**config.mk**
```make
export PLATFORM = sky130hd
export DESIGN_NAME = uart_fifo_ctrl
export DESIGN_NICKNAME = d
export VERILOG_FILES = /design/src/rtl/uart_fifo_pkg.sv /design/src/rtl/byte_fifo.sv /design/src/rtl/fcr_decode.sv /design/src/rtl/uart_fifo_ctrl.sv
export SDC_FILE = /design/constraint.sdc
export NUM_CORES = 1
export LEC_CHECK = 0
export BUFFER_PORTS_ARGS = -buffer_cell sky130_fd_sc_hd__buf_4
export CORE_MARGIN = 4
export CORE_UTILIZATION = 63
export CTS_BUF_LIST = sky130_fd_sc_hd__clkbuf_8
export CTS_CLUSTER_DIAMETER = 50
export CTS_CLUSTER_SIZE = 10
export DETAILED_ROUTE_END_ITERATION = 6
export PLACE_DENSITY = 0.79
export SLEW_MARGIN = 20
export SYNTH_ARGS = -nofsm -noshare
export SYNTH_HDL_FRONTEND = slang
export SYNTH_SLANG_ARGS = --single-unit
```
**constraint.sdc**
```tcl
create_clock -name clk_i -period 3.2 [get_ports clk_i]
set_clock_uncertainty 0.05 [all_clocks]
set_input_delay 0.8 -clock clk_i [delete_from_list [all_inputs] [get_ports clk_i]]
set_output_delay 0.8 -clock clk_i [all_outputs]
set_load 0.02 [all_outputs]
```
**src/rtl/uart_fifo_pkg.sv**
```systemverilog
package uart_fifo_pkg;
  localparam int unsigned DATA_W = 8;
  localparam int unsigned DEPTH  = 16;
  localparam int unsigned PTR_W  = $clog2(DEPTH);
  localparam int unsigned CNT_W  = PTR_W + 1;

  // control write bit positions
  localparam int unsigned FCR_EN_BIT     = 0;
  localparam int unsigned FCR_RXCLR_BIT  = 1;
  localparam int unsigned FCR_TXCLR_BIT  = 2;
  localparam int unsigned FCR_TRIG_LSB   = 6;

  typedef enum logic [1:0] {
    TRIG_1  = 2'b00,
    TRIG_4  = 2'b01,
    TRIG_8  = 2'b10,
    TRIG_14 = 2'b11
  } rx_trig_e;

  function automatic logic [CNT_W-1:0] trig_level(rx_trig_e code);
    case (code)
      TRIG_1:  return CNT_W'(1);
      TRIG_4:  return CNT_W'(4);
      TRIG_8:  return CNT_W'(8);
      default: return CNT_W'(14);
    endcase
  endfunction
endpackage

```
**src/rtl/byte_fifo.sv**
```systemverilog
module byte_fifo #(
  parameter int unsigned DATA_W = 8,
  parameter int unsigned DEPTH  = 16,
  localparam int unsigned PTR_W = $clog2(DEPTH),
  localparam int unsigned CNT_W = PTR_W + 1
) (
  input  logic              clk_i,
  input  logic              rst_ni,
  input  logic              flush_i,
  input  logic              push_i,
  input  logic [DATA_W-1:0] data_i,
  input  logic              pop_i,
  output logic [DATA_W-1:0] data_o,
  output logic [CNT_W-1:0]  count_o,
  output logic              empty_o,
  output logic              full_o
);
  logic [DATA_W-1:0] mem [DEPTH];
  logic [PTR_W-1:0]  wr_ptr_q, rd_ptr_q;
  logic [CNT_W-1:0]  count_q;
  logic              push_ok, pop_ok;

  assign full_o  = (count_q == CNT_W'(DEPTH));
  assign empty_o = (count_q == '0);
  assign push_ok = push_i && !full_o;
  assign pop_ok  = pop_i && !empty_o;

  always_ff @(posedge clk_i or negedge rst_ni) begin
    if (!rst_ni) begin
      wr_ptr_q <= '0;
      rd_ptr_q <= '0;
      count_q  <= '0;
    end else if (flush_i) begin
      // flush wins over a same-cycle push or pop
      wr_ptr_q <= '0;
      rd_ptr_q <= '0;
      count_q  <= '0;
    end else begin
      if (push_ok) wr_ptr_q <= wr_ptr_q + PTR_W'(1);
      if (pop_ok)  rd_ptr_q <= rd_ptr_q + PTR_W'(1);
      count_q <= count_q + CNT_W'(push_ok) - CNT_W'(pop_ok);
    end
  end

  always_ff @(posedge clk_i) begin
    if (push_ok && !flush_i) mem[wr_ptr_q] <= data_i;
  end

  assign data_o  = mem[rd_ptr_q];
  assign count_o = count_q;

  // R1 and R2 share this check, one instance per queue
  p_flush_empty_r1: assert property (@(posedge clk_i) disable iff (!rst_ni)
    flush_i |=> (count_o == '0) && empty_o);
  p_no_overflow_r7: assert property (@(posedge clk_i) disable iff (!rst_ni)
    count_o <= CNT_W'(DEPTH));
  p_flush_wins_r9: assert property (@(posedge clk_i) disable iff (!rst_ni)
    (flush_i && push_i) |=> empty_o);
  p_full_drop_r10: assert property (@(posedge clk_i) disable iff (!rst_ni)
    (full_o && push_i && !pop_i && !flush_i) |=> $stable(count_o) && full_o);
  p_empty_pop_r10: assert property (@(posedge clk_i) disable iff (!rst_ni)
    (empty_o && pop_i && !push_i && !flush_i) |=> empty_o);
endmodule

```
**src/rtl/fcr_decode.sv**
```systemverilog
module fcr_decode
  import uart_fifo_pkg::*;
(
  input  logic             clk_i,
  input  logic             rst_ni,
  input  logic             we_i,
  input  logic [7:0]       wdata_i,
  output logic             rx_flush_o,
  output logic             tx_flush_o,
  output logic             fifo_en_o,
  output logic [CNT_W-1:0] trig_level_o
);
  rx_trig_e trig_q;
  logic     en_q;
  logic     unused_rsvd;

  // flush bits are one-shot: decoded from the write, never stored
  assign rx_flush_o  = we_i && wdata_i[FCR_RXCLR_BIT];
  assign tx_flush_o  = we_i && wdata_i[FCR_TXCLR_BIT];
  assign unused_rsvd = ^wdata_i[5:3];

  always_ff @(posedge clk_i or negedge rst_ni) begin
    if (!rst_ni) begin
      en_q   <= 1'b0;
      trig_q <= TRIG_1;
    end else if (we_i) begin
      en_q   <= wdata_i[FCR_EN_BIT];
      trig_q <= rx_trig_e'(wdata_i[FCR_TRIG_LSB +: 2]);
    end
  end

  assign fifo_en_o    = en_q;
  assign trig_level_o = trig_level(trig_q);

  p_en_capture_r11: assert property (@(posedge clk_i) disable iff (!rst_ni)
    we_i |=> fifo_en_o == $past(wdata_i[FCR_EN_BIT]));
  p_level_hold_r6: assert property (@(posedge clk_i) disable iff (!rst_ni)
    !we_i |=> $stable(trig_level_o));
endmodule

```
**src/rtl/uart_fifo_ctrl.sv**
```systemverilog
module uart_fifo_ctrl
  import uart_fifo_pkg::*;
(
  input  logic              clk_i,
  input  logic              rst_ni,
  input  logic              fcr_we_i,
  input  logic [7:0]        fcr_wdata_i,
  input  logic              rx_push_i,
  input  logic [DATA_W-1:0] rx_data_i,
  input  logic              rx_pop_i,
  output logic [DATA_W-1:0] rx_data_o,
  output logic [CNT_W-1:0]  rx_count_o,
  output logic              rx_empty_o,
  output logic              rx_full_o,
  input  logic              tx_push_i,
  input  logic [DATA_W-1:0] tx_data_i,
  input  logic              tx_pop_i,
  output logic [DATA_W-1:0] tx_data_o,
  output logic [CNT_W-1:0]  tx_count_o,
  output logic              tx_empty_o,
  output logic              tx_full_o,
  output logic              fifo_en_o,
  output logic              rx_trig_o
);
  logic             rx_flush, tx_flush;
  logic [CNT_W-1:0] trig_level;

  fcr_decode u_fcr (
    .clk_i, .rst_ni,
    .we_i        (fcr_we_i),
    .wdata_i     (fcr_wdata_i),
    .rx_flush_o  (rx_flush),
    .tx_flush_o  (tx_flush),
    .fifo_en_o   (fifo_en_o),
    .trig_level_o(trig_level)
  );

  byte_fifo #(.DATA_W(DATA_W), .DEPTH(DEPTH)) u_rx_fifo (
    .clk_i, .rst_ni,
    .flush_i(rx_flush),
    .push_i (rx_push_i),
    .data_i (rx_data_i),
    .pop_i  (rx_pop_i),
    .data_o (rx_data_o),
    .count_o(rx_count_o),
    .empty_o(rx_empty_o),
    .full_o (rx_full_o)
  );

  byte_fifo #(.DATA_W(DATA_W), .DEPTH(DEPTH)) u_tx_fifo (
    .clk_i, .rst_ni,
    .flush_i(tx_flush),
    .push_i (tx_push_i),
    .data_i (tx_data_i),
    .pop_i  (tx_pop_i),
    .data_o (tx_data_o),
    .count_o(tx_count_o),
    .empty_o(tx_empty_o),
    .full_o (tx_full_o)
  );

  assign rx_trig_o = (rx_count_o >= trig_level);

  p_trig_nonempty_r6: assert property (@(posedge clk_i) disable iff (!rst_ni)
    rx_trig_o |-> !rx_empty_o);
  p_isolate_r3: assert property (@(posedge clk_i) disable iff (!rst_ni)
    (fcr_we_i && fcr_wdata_i[FCR_RXCLR_BIT] && !fcr_wdata_i[FCR_TXCLR_BIT]
     && !tx_push_i && !tx_pop_i) |=> $stable(tx_count_o));
  p_oneshot_r4: assert property (@(posedge clk_i) disable iff (!rst_ni)
    (!fcr_we_i && rx_push_i && !rx_pop_i && !rx_full_o)
      |=> rx_count_o == $past(rx_count_o) + CNT_W'(1));
endmodule

```
==> results of run 1 <==
state kept, by name, summed over array words and instances (netlist names):
register            cells
u_fcr.fifo_en_o         1
u_rx_fifo.count_o       5
u_fcr.trig_q            2
u_tx_fifo.mem         128
u_tx_fifo.rd_ptr_q      4
u_rx_fifo.rd_ptr_q      4
u_rx_fifo.wr_ptr_q      4
u_tx_fifo.count_o       5
u_tx_fifo.wr_ptr_q      4
u_rx_fifo.mem         128
through the flow:
step                      TNS, ns  hold slack, ns  utilization (%)  cell area [um2]  setup WS (ns)
after floorplan                 0           0.454                -            11800          0.202
after global placement          0           0.442             69.4            12600          0.148
after detailed placement  -0.0329           0.455             69.4            12600        -0.0329
after CTS                  -0.232           0.151             73.0            13300        -0.0711
after global routing       -0.562           0.167             74.4            13500         -0.104
final                     -0.0497           0.156             74.4            13500        -0.0343
metal layers:
| layer | global-route usage, % | routed length (um) |
|---|---|---|
| met3 | 4.00 | 1490 |
| met1 | 30.5 | 9370 |
| met4 | 7.12 | 748 |
| met2 | 38.2 | 12100 |
| met5 | 0 | 0 |
kinds of logic after synthesis:
family          share of synthesized area (%)
flops                                    71.5
simple gates                             5.06
mux                                      13.4
buf+inv                                  2.27
compound gates                           3.48
fa+ha+maj                                3.11
xor+xnor                                 1.19
final cells by class:
cell class | instances | area, um2 | area share (%)
clock buffers | 36 | 495 | 3.67
clock inverters | 14 | 62.6 | 0.463
inverters | 29 | 113 | 0.834
multi-input cells | 320 | 3180 | 23.5
flip-flops and latches | 285 | 8420 | 62.3
well taps | 229 | 287 | 2.12
repair buffers | 104 | 950 | 7.03
cells in the mapped netlist (all sizes together), types with 2 or more instances:
cell type / number / area [um2]
a211oi: 6 / 45.0
a21o: 4 / 30.0
inv: 28 / 105
nand4bb: 2 / 22.5
ha: 26 / 325
fa: 2 / 40.0
nor3: 2 / 10.0
o21bai: 2 / 15.0
nand2: 25 / 93.8
a221oi: 16 / 140
or3: 2 / 12.5
nand3: 12 / 60.1
and3: 3 / 18.8
mux4: 50 / 1160
nor2: 54 / 203
xnor2: 5 / 43.8
a22oi: 8 / 60.1
and2: 6 / 37.5
clkbuf: 16 / 60.1
edfxtp: 256 / 7690
dfrtp: 29 / 726
xor2: 11 / 96.3
nor3b: 2 / 15.0
or4b: 2 / 20.0
buf: 15 / 97.6
mux2i: 40 / 400
nor2b: 12 / 75.1
nand3b: 2 / 15.0
o21ai: 10 / 50.1
a21oi: 12 / 60.1
worst max-delay path, stage by stage (launching register included):
cell	delay, ns
dfrtp_2	0.42
buf_4	0.14
buf_12	0.11
mux4_2	0.51
mux4_2	0.52
buf_6	0.16
cell usage in the layout, fill, tap and decap left out, drive strengths merged, types with 16 or more instances in the layout:
cell type and n:
inv 37, nand2 25, dfrtp 29, a221oi 16, clkbuf 39, nor2 54
ha 26, edfxtp 256, buf 101, mux2i 40, mux4 50
repair_timing:
action                                  in CTS  in global routing
cloned                                       1                  5
pin swaps                                    3                  6
gates resized for setup                     24                 25
endpoints found under the setup margin      10                 18
setup buffers                                3                  5
power by group:
part           switching (W)  internal (W)
combinational        0.00212       0.00204
clock                0.00119       0.00103
sequential          0.000267       0.00437
worst min-delay path by stage:
| stage | to |
|---|---|
| final | u_fcr.trig_q[1] |
| after global placement | u_fcr.fifo_en_o |
| after floorplan | u_fcr.fifo_en_o |
| after global routing | u_tx_fifo.wr_ptr_q[2] |
| after detailed placement | u_fcr.fifo_en_o |
| after CTS | u_fcr.trig_q[1] |
==> out/metrics.cfg, run 1 <==
[status]
status=finished with violations
violations=setup timing

[final_layout]
drive_gt1_share_pct=28.3
antenna_cells=0
fillCellCount=1018
layout.cells.non_filler=1017
syn2layout_area_growth_pct=14.8
nets=834

[die]
die_y_um=145
dieArea_um2=20900
start_util_pct=64.8
fp.dieW_um=145
core_um2=18100
placementRows=49
io_pins=63

[yosys]
ys_async_sr_fraction_pct=10.2
ys_warn_count=0
ys_ff_latch=285
synth_ff_type=edfxtp_1
syn_area_um2=11800
synth-seq-area-share_pct=71.5
synth_fp_nets=724
synth_edf_count=256
syn_inst=665
synthDistinctLibCells=41
syn-mean-instance-area_um2=17.7

[global_route]
grt.total_usage_pct=22.6
grt_pass1_vias=6495
grt_antenna_before_repair=0
grt_max_degree=52
gr-total-overflow=0
grt_first_pass_wirelength_um=35700

[timing]
tightest_slew_ns=0.836
setup_viol=2
hold_viol_final=0
setup_ws_ns=-0.0343
fin_crit_ns=3.23
slew_headroom_pct=44.1
drv_slew=0
period_share_pct=101
rsz0062_at_grt=yes
fmax_mhz=309

[placement]
placed_cells=953
port_buffers=59
hpwl_um=15000
gp_congestion=0.817

[setup_path]
endpoint_kind=output port
path_max_fanout=4
r2r_slack_ns=0.17
startpoint=u_tx_fifo.rd_ptr_q[0]
reg2reg_to=u_rx_fifo.count_o[4]
critPathCapture=tx_data_o[6]
arrival_ns=2.38
worstSetupPathType=flop to output port
start_kind=flop
crit_required_ns=2.35
worstReg2RegStart=u_rx_fifo.count_o[3]
rr_worst_depth=14

[routing]
via_per_inst=6.20
wirelength_um=23700
drtPass1Iterations=5
wl_per_cell_um=23.3
drc=0
antenna_left=0
num_vias=6310
initialDrtViolationCount=653

[power]
p_leak_nw=4.86
powerDensity_nw_per_um2=816
ir_drop_mv=0.581
p_total_w=0.0110

[cts]
clockBufferDepth=3
postCtsHoldBufs=0
cts_buffers=35
cts_tree=done
clkTransAtPathRegs_ns=0.07
cts_htree_levels=2
clock_latency_ns=0.51
clock-sinks=285
cts-root-buf=clkbuf_8

[worst_hold_path]
hold_path.class=input port to async pin

[job]
drv_cap=0

Power figures use the tool's default switching activity.
==> run 2, diff against run 1 <==
--- a/config.mk
+++ b/config.mk
@@ -6,13 +6,14 @@
 export NUM_CORES = 1
 export LEC_CHECK = 0
 export BUFFER_PORTS_ARGS = -buffer_cell sky130_fd_sc_hd__buf_4
+export CAP_MARGIN = 10
 export CORE_MARGIN = 4
-export CORE_UTILIZATION = 63
+export CORE_UTILIZATION = 50
 export CTS_BUF_LIST = sky130_fd_sc_hd__clkbuf_8
 export CTS_CLUSTER_DIAMETER = 50
 export CTS_CLUSTER_SIZE = 10
 export DETAILED_ROUTE_END_ITERATION = 6
-export PLACE_DENSITY = 0.79
+export PLACE_DENSITY = 0.64
 export SLEW_MARGIN = 20
 export SYNTH_ARGS = -nofsm -noshare
 export SYNTH_HDL_FRONTEND = slang
==> out/metrics.cfg, run 2 (synthesized netlist as in run 1, its figures left out) <==
[power]
clkPwrFrac_pct=21.0  ; was 20.2%
p_seq_share_pct=42.6  ; was 42.1%
p_total_w=0.0109  ; was 0.0110 W
intPower_w=0.00737  ; was 0.00744 W
p_sw_w=0.00352  ; was 0.00358 W
ir_drop_mv=0.617  ; was 0.581 mV
swShare_pct=32.3  ; was 32.5%
p_leak_nw=4.90  ; was 4.86 nW
powerDensity_nw_per_um2=800  ; was 816 nW/um2
p_comb_share_pct=36.3  ; was 37.7%

[final_layout]
nets=841  ; was 834
final_common_cell=edfxtp_1  ; unchanged
layout.cells.non_filler=1111  ; was 1017
final_cell_mix=256 x edfxtp_1, 96 x buf_4, 54 x nor2_1  ; was 256 x edfxtp_1, 88 x buf_4, 54 x nor2_1
drive_gt1_share_pct=28.8  ; was 28.3%
top_regs=u_rx_fifo.mem x128, u_tx_fifo.mem x128  ; unchanged
syn2layout_area_growth_pct=15.7  ; was 14.8%
finalInstanceArea_um2=13600  ; was 13500 um2
antenna_cells=0  ; unchanged

[die]
placementRows=55  ; was 49
io_pins=63  ; unchanged
fp.dieW_um=161  ; was 145 um
start_util_pct=51.3  ; was 64.8%
dieArea_um2=26000  ; was 20900 um2
die_y_um=161  ; was 145 um
core_um2=22900  ; was 18100 um2

[setup_path]
path_max_fanout=8  ; was 4
arrival_ns=2.36  ; was 2.38 ns
reg2reg_to=u_rx_fifo.count_o[4]  ; unchanged
crit_required_ns=2.35  ; about the same
startpoint=u_tx_fifo.rd_ptr_q[0]  ; unchanged
worstReg2RegStart=u_rx_fifo.count_o[3]  ; unchanged
start_kind=flop  ; unchanged
endpoint_kind=output port  ; unchanged
r2r_slack_ns=0.13  ; was 0.17 ns
rr_worst_depth=14  ; unchanged
worstSetupPathType=flop to output port  ; unchanged
critPathCapture=tx_data_o[6]  ; unchanged

[timing]
period_share_pct=100  ; was 101%
slew_headroom_pct=41.6  ; was 44.1%
fin_crit_ns=3.21  ; was 3.23 ns
tightest_slew_ns=0.876  ; was 0.836 ns
setup_viol=3  ; was 2
drv_slew=0  ; unchanged
hold-worst-slack_ns=0.126  ; was 0.156 ns
setup_ws_ns=-0.0135  ; was -0.0343 ns
rsz0062_at_grt=yes  ; unchanged
hold_viol_final=0  ; unchanged
fmax_mhz=311  ; was 309 MHz

[global_route]
grt_antenna_before_repair=0  ; unchanged
grt.total_usage_pct=18.3  ; was 22.6%
grt_max_degree=37  ; was 52
grt_pass1_vias=6639  ; was 6495
grt_first_pass_wirelength_um=37200  ; was 35700 um
gr-total-overflow=0  ; unchanged

[job]
drv_cap=0  ; unchanged

[placement]
gp_congestion=0.805  ; was 0.817
placed_cell_area_um2=12800  ; was 12600 um2
hpwl_um=15400  ; was 15000 um
placed_cells=1048  ; was 953
port_buffers=59  ; unchanged

[cts]
clock-sinks=285  ; unchanged
cts_buffers=35  ; unchanged
clockBufferDepth=3  ; unchanged
cts_tree=done  ; unchanged
clkTransAtPathRegs_ns=0.07  ; about the same
cts_htree_levels=2  ; unchanged
cts-root-buf=clkbuf_8  ; unchanged
clock_latency_ns=0.54  ; was 0.51 ns

[routing]
wl_per_cell_um=21.1  ; was 23.3 um
drtPass1Iterations=5  ; unchanged
wirelength_um=23400  ; was 23700 um
num_vias=6211  ; was 6310
via_per_inst=5.59  ; was 6.20
antenna_left=0  ; unchanged
drc=0  ; unchanged
initialDrtViolationCount=400  ; was 653

[worst_hold_path]
hold_path.class=input port to async pin  ; unchanged

[status]
violations=setup timing  ; unchanged
status=finished with violations  ; unchanged

==> run 2: cell types whose count changed in the layout (fill, tap and decap cells not counted), sizes merged <==
cell,change
clkinvlp,-2
clkbuf,-1
inv,+3
buf,+9
clkinv,+1
==> run 2: critical path, stage by stage (launching register included) <==
cell	delay [ns]
dfrtp_2	0.49
buf_12	0.17
mux4_2	0.54
mux4_2	0.50
buf_6	0.15
==> run 2: worst min path at each step <==
| stage | end | startpoint | slack [ns] | depth (start not counted) |
|---|---|---|---|---|
| floorplan | u_fcr.fifo_en_o | rst_ni | 0.45 | 0 |
| global placement | u_fcr.fifo_en_o | u_fcr.fifo_en_o | 0.44 | 1 |
| detailed placement | u_fcr.fifo_en_o | u_fcr.fifo_en_o | 0.47 | 1 |
| CTS | u_tx_fifo.wr_ptr_q[1] | rst_ni | 0.11 | 1 |
| global route | u_tx_fifo.count_o[0] | rst_ni | 0.13 | 1 |
| finish | u_tx_fifo.wr_ptr_q[1] | rst_ni | 0.13 | 1 |
==> run 2: power by group through the flow <==
stage,Combinational [W],Sequential [W],Clock (W)
CTS,0.00388,0.00463,0.00237
detailed placement,0.00364,0.00470,0
floorplan,0.00245,0.00467,0
global placement,0.00355,0.00467,0
global route,0.00431,0.00468,0.00254
finish,0.00396,0.00464,0.00229
==> run 2: layer usage <==
metal | vias to the layer above | GRT usage, % | share of wire [%]
li1 | 2806 | - | -
met1 | 3201 | 26.8 | 45
met2 | 170 | 29.3 | 48
met3 | 34 | 2.96 | 4.8
met4 | 0 | 4.69 | 1.7
met5 | - | 0 | 0
==> run 2: through the flow <==
| step | worst slack [ns] | utilization [%] | setup TNS [ns] |
|---|---|---|---|
| 2_1_floorplan | 0.202 | - | 0 |
| 3_3_place_gp | 0.193 | 55.8 | 0 |
| 5_1_grt | -0.119 | 59.4 | -1.17 |
| 4_1_cts | -0.0837 | 59.0 | -0.437 |
| 3_5_place_dp | 0.0985 | 55.8 | 0 |
| 6_report | -0.0135 | 59.4 | -0.0225 |
==> run 2: repair_timing <==
item / in CTS / in global routing
gates cloned: 1 / 1
hold buffers: 0 / 0
buffers inserted: 8 / 3
pin swaps: 1 / 7
endpoints found under the hold margin: 0 / 0
setup endpoints to repair: 16 / 19
gates resized for setup: 23 / 36
==> run 2: final cells by class <==
cell class	instances	area, um2
Inverter	29	110
Sequential cell	285	8420
Fill cell	1742	9310
Multi-Input combinational cell	320	3160
Clock inverter	16	75.1
Timing Repair Buffer	111	945
Clock buffer	37	509
Tap cell	313	392
